`src/rtl/exc_vec_pkg.sv`:
```
package exc_vec_pkg;

  localparam int NUM_CAUSE = 6;
  localparam int OFS_W     = 20;
  localparam int NUM_DFLAG = 5;

  // Cause codes double as priority rank: lower value wins.
  typedef enum logic [2:0] {
    CZ_RESET = 3'd0,
    CZ_MCHK  = 3'd1,
    CZ_DACC  = 3'd2,
    CZ_SMI   = 3'd3,
    CZ_EXT   = 3'd4,
    CZ_DEC   = 3'd5,
    CZ_NONE  = 3'd7
  } cause_e;

  // MSB-first fault bit numbers, in the flag order used by exc_dsr_fmt.
  localparam int unsigned DFLAG_NUM [NUM_DFLAG] = '{1, 4, 5, 6, 11};

  function automatic logic [OFS_W-1:0] cause_offset(cause_e c);
    case (c)
      CZ_RESET: cause_offset = 20'h00100;
      CZ_MCHK:  cause_offset = 20'h00200;
      CZ_DACC:  cause_offset = 20'h00300;
      CZ_SMI:   cause_offset = 20'h01400;
      CZ_EXT:   cause_offset = 20'h00500;
      CZ_DEC:   cause_offset = 20'h00900;
      default:  cause_offset = 20'h00100;
    endcase
  endfunction

endpackage

```
`src/rtl/exc_src_collect.sv`:
```
module exc_src_collect
  import exc_vec_pkg::*;
(
  input  logic                 srst_req,
  input  logic                 hrst_req,
  input  logic                 mcp_pin,
  input  logic                 tea_err,
  input  logic                 dbus_busy,
  input  logic                 apar_err,
  input  logic                 dpar_err,
  input  logic                 dacc_fault,
  input  logic                 smi_req,
  input  logic                 ext_irq,
  input  logic                 dec_req,
  input  logic                 int_en,
  output logic [NUM_CAUSE-1:0] req
);

  logic bus_err;
  assign bus_err = tea_err & dbus_busy;

  always_comb begin
    req           = '0;
    req[CZ_RESET] = srst_req | hrst_req;
    req[CZ_MCHK]  = bus_err | mcp_pin | apar_err | dpar_err;
    req[CZ_DACC]  = dacc_fault;
    req[CZ_SMI]   = smi_req & int_en;
    req[CZ_EXT]   = ext_irq & int_en;
    req[CZ_DEC]   = dec_req & int_en;
  end

endmodule

```
`src/rtl/exc_prio_pick.sv`:
```
module exc_prio_pick #(
  parameter int N  = 6,
  parameter int IW = (N > 1) ? $clog2(N) : 1
) (
  input  logic [N-1:0]  req,
  output logic [N-1:0]  grant,
  output logic [IW-1:0] idx,
  output logic          any
);

  logic [N:0] blocked;
  assign blocked[0] = 1'b0;

  for (genvar i = 0; i < N; i++) begin : g_chain
    assign grant[i]     = req[i] & ~blocked[i];
    assign blocked[i+1] = blocked[i] | req[i];
  end

  assign any = blocked[N];

  always_comb begin
    idx = '0;
    for (int i = 0; i < N; i++) begin
      if (grant[i]) idx = IW'(i);
    end
  end

endmodule

```
`src/rtl/exc_dsr_fmt.sv`:
```
module exc_dsr_fmt
  import exc_vec_pkg::*;
#(
  parameter int DSR_W = 32
) (
  input  logic                 xlat_miss,
  input  logic                 prot_deny,
  input  logic                 ectl_access,
  input  logic                 wt_target,
  input  logic                 dstore_seg,
  input  logic                 ectl_disabled,
  input  logic                 is_store,
  output logic [DSR_W-1:0]     word
);

  logic [NUM_DFLAG-1:0] flag;

  assign flag[0] = xlat_miss;
  assign flag[1] = prot_deny;
  assign flag[2] = (ectl_access & wt_target) | dstore_seg;
  assign flag[3] = is_store;
  assign flag[4] = ectl_access & ectl_disabled;

  always_comb begin
    word = '0;
    for (int k = 0; k < NUM_DFLAG; k++) begin
      word[DSR_W-1-DFLAG_NUM[k]] = flag[k];
    end
  end

endmodule

```
`src/rtl/exc_vec_form.sv`:
```
module exc_vec_form
  import exc_vec_pkg::*;
#(
  parameter int               VEC_W     = 32,
  parameter logic [VEC_W-1:0] HIGH_BASE = 32'hFFF0_0000
) (
  input  logic             pfx,
  input  cause_e           cause,
  output logic [VEC_W-1:0] vec
);

  logic [VEC_W-1:0] base;
  assign base = pfx ? HIGH_BASE : '0;
  assign vec  = base | VEC_W'(cause_offset(cause));

endmodule

```
`src/rtl/exc_vector_unit.sv`:
```
module exc_vector_unit
  import exc_vec_pkg::*;
#(
  parameter int               CFG_W     = 32,
  parameter int               PFX_POS   = 7,
  parameter int               VEC_W     = 32,
  parameter int               DSR_W     = 32,
  parameter logic [VEC_W-1:0] HIGH_BASE = 32'hFFF0_0000
) (
  input  logic             clk,
  input  logic             rst,
  input  logic [CFG_W-1:0] cfg_word,
  input  logic             srst_req,
  input  logic             hrst_req,
  input  logic             mcp_pin,
  input  logic             tea_err,
  input  logic             dbus_busy,
  input  logic             apar_err,
  input  logic             dpar_err,
  input  logic             dacc_fault,
  input  logic             xlat_miss,
  input  logic             prot_deny,
  input  logic             ectl_access,
  input  logic             wt_target,
  input  logic             dstore_seg,
  input  logic             ectl_disabled,
  input  logic             is_store,
  input  logic             smi_req,
  input  logic             ext_irq,
  input  logic             dec_req,
  input  logic             int_en,
  output logic             exc_taken,
  output logic [VEC_W-1:0] exc_vec,
  output logic             exc_nonmask,
  output logic [DSR_W-1:0] dacc_status
);

  localparam int IDX_W = $clog2(NUM_CAUSE);

  logic [NUM_CAUSE-1:0] req;
  logic [NUM_CAUSE-1:0] grant;
  logic [IDX_W-1:0]     win_idx;
  logic                 win_any;
  cause_e               win_cause;
  logic                 pfx_q;
  logic                 pfx_eff;
  logic [VEC_W-1:0]     vec_n;
  logic [DSR_W-1:0]     dsr_n;

  exc_src_collect u_src (
    .srst_req  (srst_req),
    .hrst_req  (hrst_req),
    .mcp_pin   (mcp_pin),
    .tea_err   (tea_err),
    .dbus_busy (dbus_busy),
    .apar_err  (apar_err),
    .dpar_err  (dpar_err),
    .dacc_fault(dacc_fault),
    .smi_req   (smi_req),
    .ext_irq   (ext_irq),
    .dec_req   (dec_req),
    .int_en    (int_en),
    .req       (req)
  );

  exc_prio_pick #(.N(NUM_CAUSE), .IW(IDX_W)) u_pick (
    .req  (req),
    .grant(grant),
    .idx  (win_idx),
    .any  (win_any)
  );

  assign win_cause = win_any ? cause_e'(win_idx) : CZ_NONE;

  // A hard reset request carries a fresh configuration word; use it at once.
  assign pfx_eff = hrst_req ? cfg_word[PFX_POS] : pfx_q;

  exc_vec_form #(.VEC_W(VEC_W), .HIGH_BASE(HIGH_BASE)) u_form (
    .pfx  (pfx_eff),
    .cause(win_cause),
    .vec  (vec_n)
  );

  exc_dsr_fmt #(.DSR_W(DSR_W)) u_dsr (
    .xlat_miss    (xlat_miss),
    .prot_deny    (prot_deny),
    .ectl_access  (ectl_access),
    .wt_target    (wt_target),
    .dstore_seg   (dstore_seg),
    .ectl_disabled(ectl_disabled),
    .is_store     (is_store),
    .word         (dsr_n)
  );

  always_ff @(posedge clk) begin
    if (rst) begin
      exc_taken   <= 1'b0;
      exc_vec     <= '0;
      exc_nonmask <= 1'b0;
      dacc_status <= '0;
      pfx_q       <= cfg_word[PFX_POS];
    end else begin
      exc_taken <= win_any;
      if (win_any) begin
        exc_vec     <= vec_n;
        exc_nonmask <= grant[CZ_RESET] | grant[CZ_MCHK];
      end
      if (grant[CZ_DACC]) dacc_status <= dsr_n;
      if (hrst_req)       pfx_q       <= cfg_word[PFX_POS];
    end
  end

endmodule

```
`config.mk`:
```
export PLATFORM = sky130hd
export DESIGN_NAME = exc_vector_unit
export DESIGN_NICKNAME = d
export VERILOG_FILES = /design/src/rtl/exc_vec_pkg.sv /design/src/rtl/exc_src_collect.sv /design/src/rtl/exc_prio_pick.sv /design/src/rtl/exc_dsr_fmt.sv /design/src/rtl/exc_vec_form.sv /design/src/rtl/exc_vector_unit.sv
export SDC_FILE = /design/constraint.sdc
export NUM_CORES = 1
export LEC_CHECK = 0
export CORE_MARGIN = 3
export CORE_UTILIZATION = 55
export DETAILED_ROUTE_END_ITERATION = 12
export DONT_BUFFER_PORTS = 1
export PLACE_DENSITY = 0.73
export SYNTH_ARGS = -nofsm -noshare
export SYNTH_HDL_FRONTEND = slang
export SYNTH_SLANG_ARGS = --single-unit
```
`constraint.sdc`:
```
create_clock -name clk -period 1.1 [get_ports clk]
set_input_delay 0.22 -clock clk [delete_from_list [all_inputs] [get_ports clk]]
set_output_delay 0.22 -clock clk [all_outputs]
set_load 0.02 [all_outputs]
```
Word-level counts from Yosys, hierarchy flattened --
Cells that the tools add are included.
Storage, ports and cells: register bits after elaboration 40, bits of input ports 53, output and inout bits 66, word-level logic and storage cells 48
Cells by class: eq/ne operators 5, multiplexer cells 10, bitwise operators 28
Operators with widths (count):
- 13-bit one-hot mux with 5 select lines | 1
- 32-bit 2-to-1 mux | 1
- 32-bit by 13-bit bitwise OR with 32-bit output | 1
- 3-bit 2-to-1 mux | 5
- 1-bit bitwise AND | 11
- 1-bit bitwise OR | 11
- 3-bit by 2-bit == test with 1-bit output (second input constant) | 2
- 3-bit == test (second input constant) | 2
- 1-bit inverter | 5
- 3-bit by 1-bit == test with 1-bit output (second input constant) | 1
- 1-bit 2-to-1 mux | 3

Longest topological paths before layout --
depth in word-level cells 15, mapped depth 4, depth with buffers taken out 3

By module --
Synthesis repeated with hierarchy kept, for this count alone.
Second synthesis, totals: cell total of the unflattened synthesis 312, area, all modules 3039.2 um^2
Modules (own cells, without submodules):
- exc_vector_unit | times used 1, cells each 220, area an instance 2404.8 um^2, seq. area each 1341.3 um^2
- exc_vec_form | times used 1, cells each 36, area an instance 252.7 um^2, seq. area each 0.0 um^2
- exc_dsr_fmt | times used 1, cells each 33, area an instance 244.0 um^2, seq. area each 0.0 um^2
- exc_prio_pick | times used 1, cells each 17, area an instance 93.8 um^2, seq. area each 0.0 um^2
- exc_src_collect | times used 1, cells each 6, area an instance 43.8 um^2, seq. area each 0.0 um^2

Least setup slack after synthesis --
Ideal clock, no wire load.
path kind input-to-reg, start input tea_err, end register exc_vec[30], library setup time 72 ps, data arrival time 1103 ps, data required time 1028 ps, slack -75 ps, cell stages on the path 4, path buffers 1, cell sequence a2111oi_4 > buf_6 > and4_4 > mux2i_1
On the way: cells in the longest elaborated chain, start to end 9
Ends and longest elaborated chain:
- start, declared | RTL line exc_vector_unit.sv:16 | input logic tea_err,
- 1-bit bitwise AND | RTL line exc_src_collect.sv:20 | assign bus_err = tea_err & dbus_busy;
- 1-bit bitwise OR (3 in a row) | RTL line exc_src_collect.sv:25 | req[CZ_MCHK] = bus_err | mcp_pin | apar_err | dpar_err;
- 1-bit bitwise OR (5 in a row) | RTL line exc_prio_pick.sv:16 | assign blocked[i+1] = blocked[i] | req[i];
- end signal, assigned | RTL line exc_vector_unit.sv:105 | exc_vec <= vec_n;
- end, declared | RTL line exc_vector_unit.sv:33 | output logic [VEC_W-1:0] exc_vec,
No other way between the ends. A chain may end at the register's enable or synchronous reset.

==> impl_results.md <==
* Routed vias at between 600 and 700
* Maximum vdd drop at approximately 0.00061 V
* Slowest CP cell: dfxtp_2
* Placed insts at 138
* Num CTS Buffers at 3
* Sequential fraction of the synthesis area at 0.266
* Cell Area, Placed at just over 900 um2
* Failing checks: setup timing
* Slowest cell delay on critical path at roughly 0.36 ns
* Setup WS post-layout at -0.0313 ns
* Total Nets Final at 174
* Fin. Hold Viols at 0
* CTS tree: yes
* Die area at between 2000 and 2500 um2
* Crit path launch: exc_vec[30]$_SDFFE_PP0P_
* Cell leakage power at about 0.44 nW
* Crit. End Element: output pin
* Largest net degree at the start of global routing at 13
* Via density at between 4 and 5
* Fin cells at between 100 and 150
* # DRC at 0
* DRT iter0 DRCs at 6
* Hold Crit Class: input port to register
* Die Span X at roughly 50 um
* Area grow syn2layout at -8.90%
* Die Ht at about 50 um
* H-tree Lvls at 1
* Root Buffer Master: clkbuf_4
* Crit path cell chain: buf_12
* Power per Cell Area at approximately 1100 nW/um2
* DR pass1 iterations at 4
* First-pass GRT wire length at 2530 um
* All-Layer GR Usage at 0.128
* Routed Antenna Nets at 0
* Initial antenna violation count at 0
* Skew-Pair Late Insertion Delay at between 0.2 and 0.3 ns
* Critical path arrival at between 0.9 and 1 ns
* Max-Cap Viols at 0
* CP Data Required Time at a little under 0.9 ns
* Share of cells above drive strength 1 at 0.210
* Skew final at approximately 0.00053 ns
* Initial Util at 0.598
* Remaining global-route overflow at 0
* Cell area after synthesis at 1050 um2
* YS warnings at 0
* Tot Pwr at approximately 1.1 mW
* Crit Path Category: register to output pin
* Asr flop ratio synth at 0
* Worst-path clk slew at 0.08 ns
* Final WL at approximately 1700 um
* Setup violations, final at 12
* Hold_sp: rst
* Top post-synthesis cells by count: 53 x buf_4, 14 x dfxtp_1, 7 x a21oi_1
* Largest cells by area after synthesis: buf_4 38%, dfxtp_1 27%, a21oi_1 3.3%
* # IOs at about 120
* Routed WL per cell at about 12 um
* Synth Instances at 118
* Core Box Area at 1760 um2
* Synthesized flop and latch total at 14
* Cell family with most CP delay: flip-flops
* Max Root-Sink Buffers at 2
* I/O Buffers at 0
* Post-synth EDFFs at 0
* Synth top area share at 0.377
* Most common cell in the netlist: buf_4
* Max Fclk at 884 MHz
* Status: finished, violations left
* Number of global-route vias before repair at between 500 and 600
* Crit path buf inv count at 1
* Min Tclk post-route at roughly 1.1 ns
* Hpwl dp at about 1400 um
* RSZ-0062 raised after global routing: yes
* Slew Limit Fails at 0
* Dominant cell type by area after synthesis: buf_4
* Syn_area_per_cell at about 8.9 um2
* Final Cycle Share at 1.03
* Design Area, Final at 961 um2
* Max Fanout on Critical Path at 12
* Worst r2r src: exc_vec[8]$_SDFFE_PP0P_
* Final RePlAce weighted congestion at between 0.7 and 0.8
* CP startpoint kind: register
* Top_reg_cell synth: dfxtp_1
* FILL cells at roughly 170
* Row cnt at 15
* Clock sink total at 14
* N_diodes at 0
* Synth unique cells at 32
state kept, by name, summed over array words and instances, names as in the netlist:
register / cells
exc_vec: 6
dacc_status: 5
exc_nonmask: 1
exc_taken: 1
pfx_q: 1
layer usage:
layer  track usage  vias to the layer above  wire length [um]
met4        0.0138                        0                 0
met3        0.0695                        0               263
met1         0.151                      294               581
li1              -                      312                 -
met5             0                        -                 0
met2         0.211                       48               861
layout by cell type (no fill, tap or decap), types with 2 or more instances in the layout:
| cell type | n |
|---|---|
| a211oi_1 | 2 |
| a21oi_1 | 7 |
| a31o_2 | 3 |
| buf_4 | 8 |
| clkbuf_4 | 3 |
| conb_1 | 42 |
| dfxtp_1 | 13 |
| dlygate4sd3_1 | 3 |
| inv_1 | 3 |
| mux2_2 | 2 |
| nand2_1 | 2 |
| nand2b_1 | 5 |
| nand3_1 | 2 |
| nor2_1 | 3 |
| o21ai_0 | 2 |
worst reg2reg max path: cells and delay by family, from the launching register on:
family         cells  cell delay (ns)
AO/OA/AOI/OAI      2             0.47
flip-flops         1             0.31
cells by family after synthesis:
group | after synthesis | synth area share
other | 1 | 0.00356
and+or+nand+nor | 20 | 0.129
buffers and inverters | 58 | 0.402
DFF | 14 | 0.266
muxes | 3 | 0.0308
AOI/OAI and AO/OA | 22 | 0.168
layout make-up:
cell class                      instances  area (um2)  share of cell area
Multi-Input combinational cell         87         504               0.525
Inverter                                3        11.3              0.0117
Timing Repair Buffer                   12         110               0.115
Tap cell                               25        31.3              0.0326
Sequential cell                        14         282               0.293
Clock buffer                            3        22.5              0.0234
stage by stage:
stage / hold WS [ns] / setup slack (ns) / TNS [ns] / utilization
detailed placement: 0.294 / -0.151 / -0.706 / 0.515
global placement: 0.292 / -0.117 / -0.556 / 0.515
finish: 0.0174 / -0.0313 / -0.368 / 0.545
CTS: 0.000955 / -0.0490 / -0.585 / 0.539
floorplan: 0.291 / -0.0648 / -0.0920 / -
global route: 0.00267 / -0.0674 / -0.808 / 0.545
path summary, 6_finish.rpt:
path	to	slack, ns	depth (start not counted)
max	exc_vec[21]	-0.03	1
min	exc_vec[12]$_SDFFE_PP0P_	0.02	1
max reg2reg	exc_vec[8]$_SDFFE_PP0P_	0.21	2
min reg2reg	exc_vec[12]$_SDFFE_PP0P_	0.48	2
report_power, final:
part | internal, mW | total (mW) | switching [mW]
Sequential | 0.523 | 0.538 | 0.0151
Clock | 0.127 | 0.274 | 0.147
Combinational | 0.0613 | 0.286 | 0.225
repair_timing:
action,in CTS,in global routing
hold endpoints to repair,3,3
resized for setup,0,0
hold buffers,2,1
setup endpoints to repair,12,12
buffers inserted,0,0
Power figures use the tool's default switching activity.
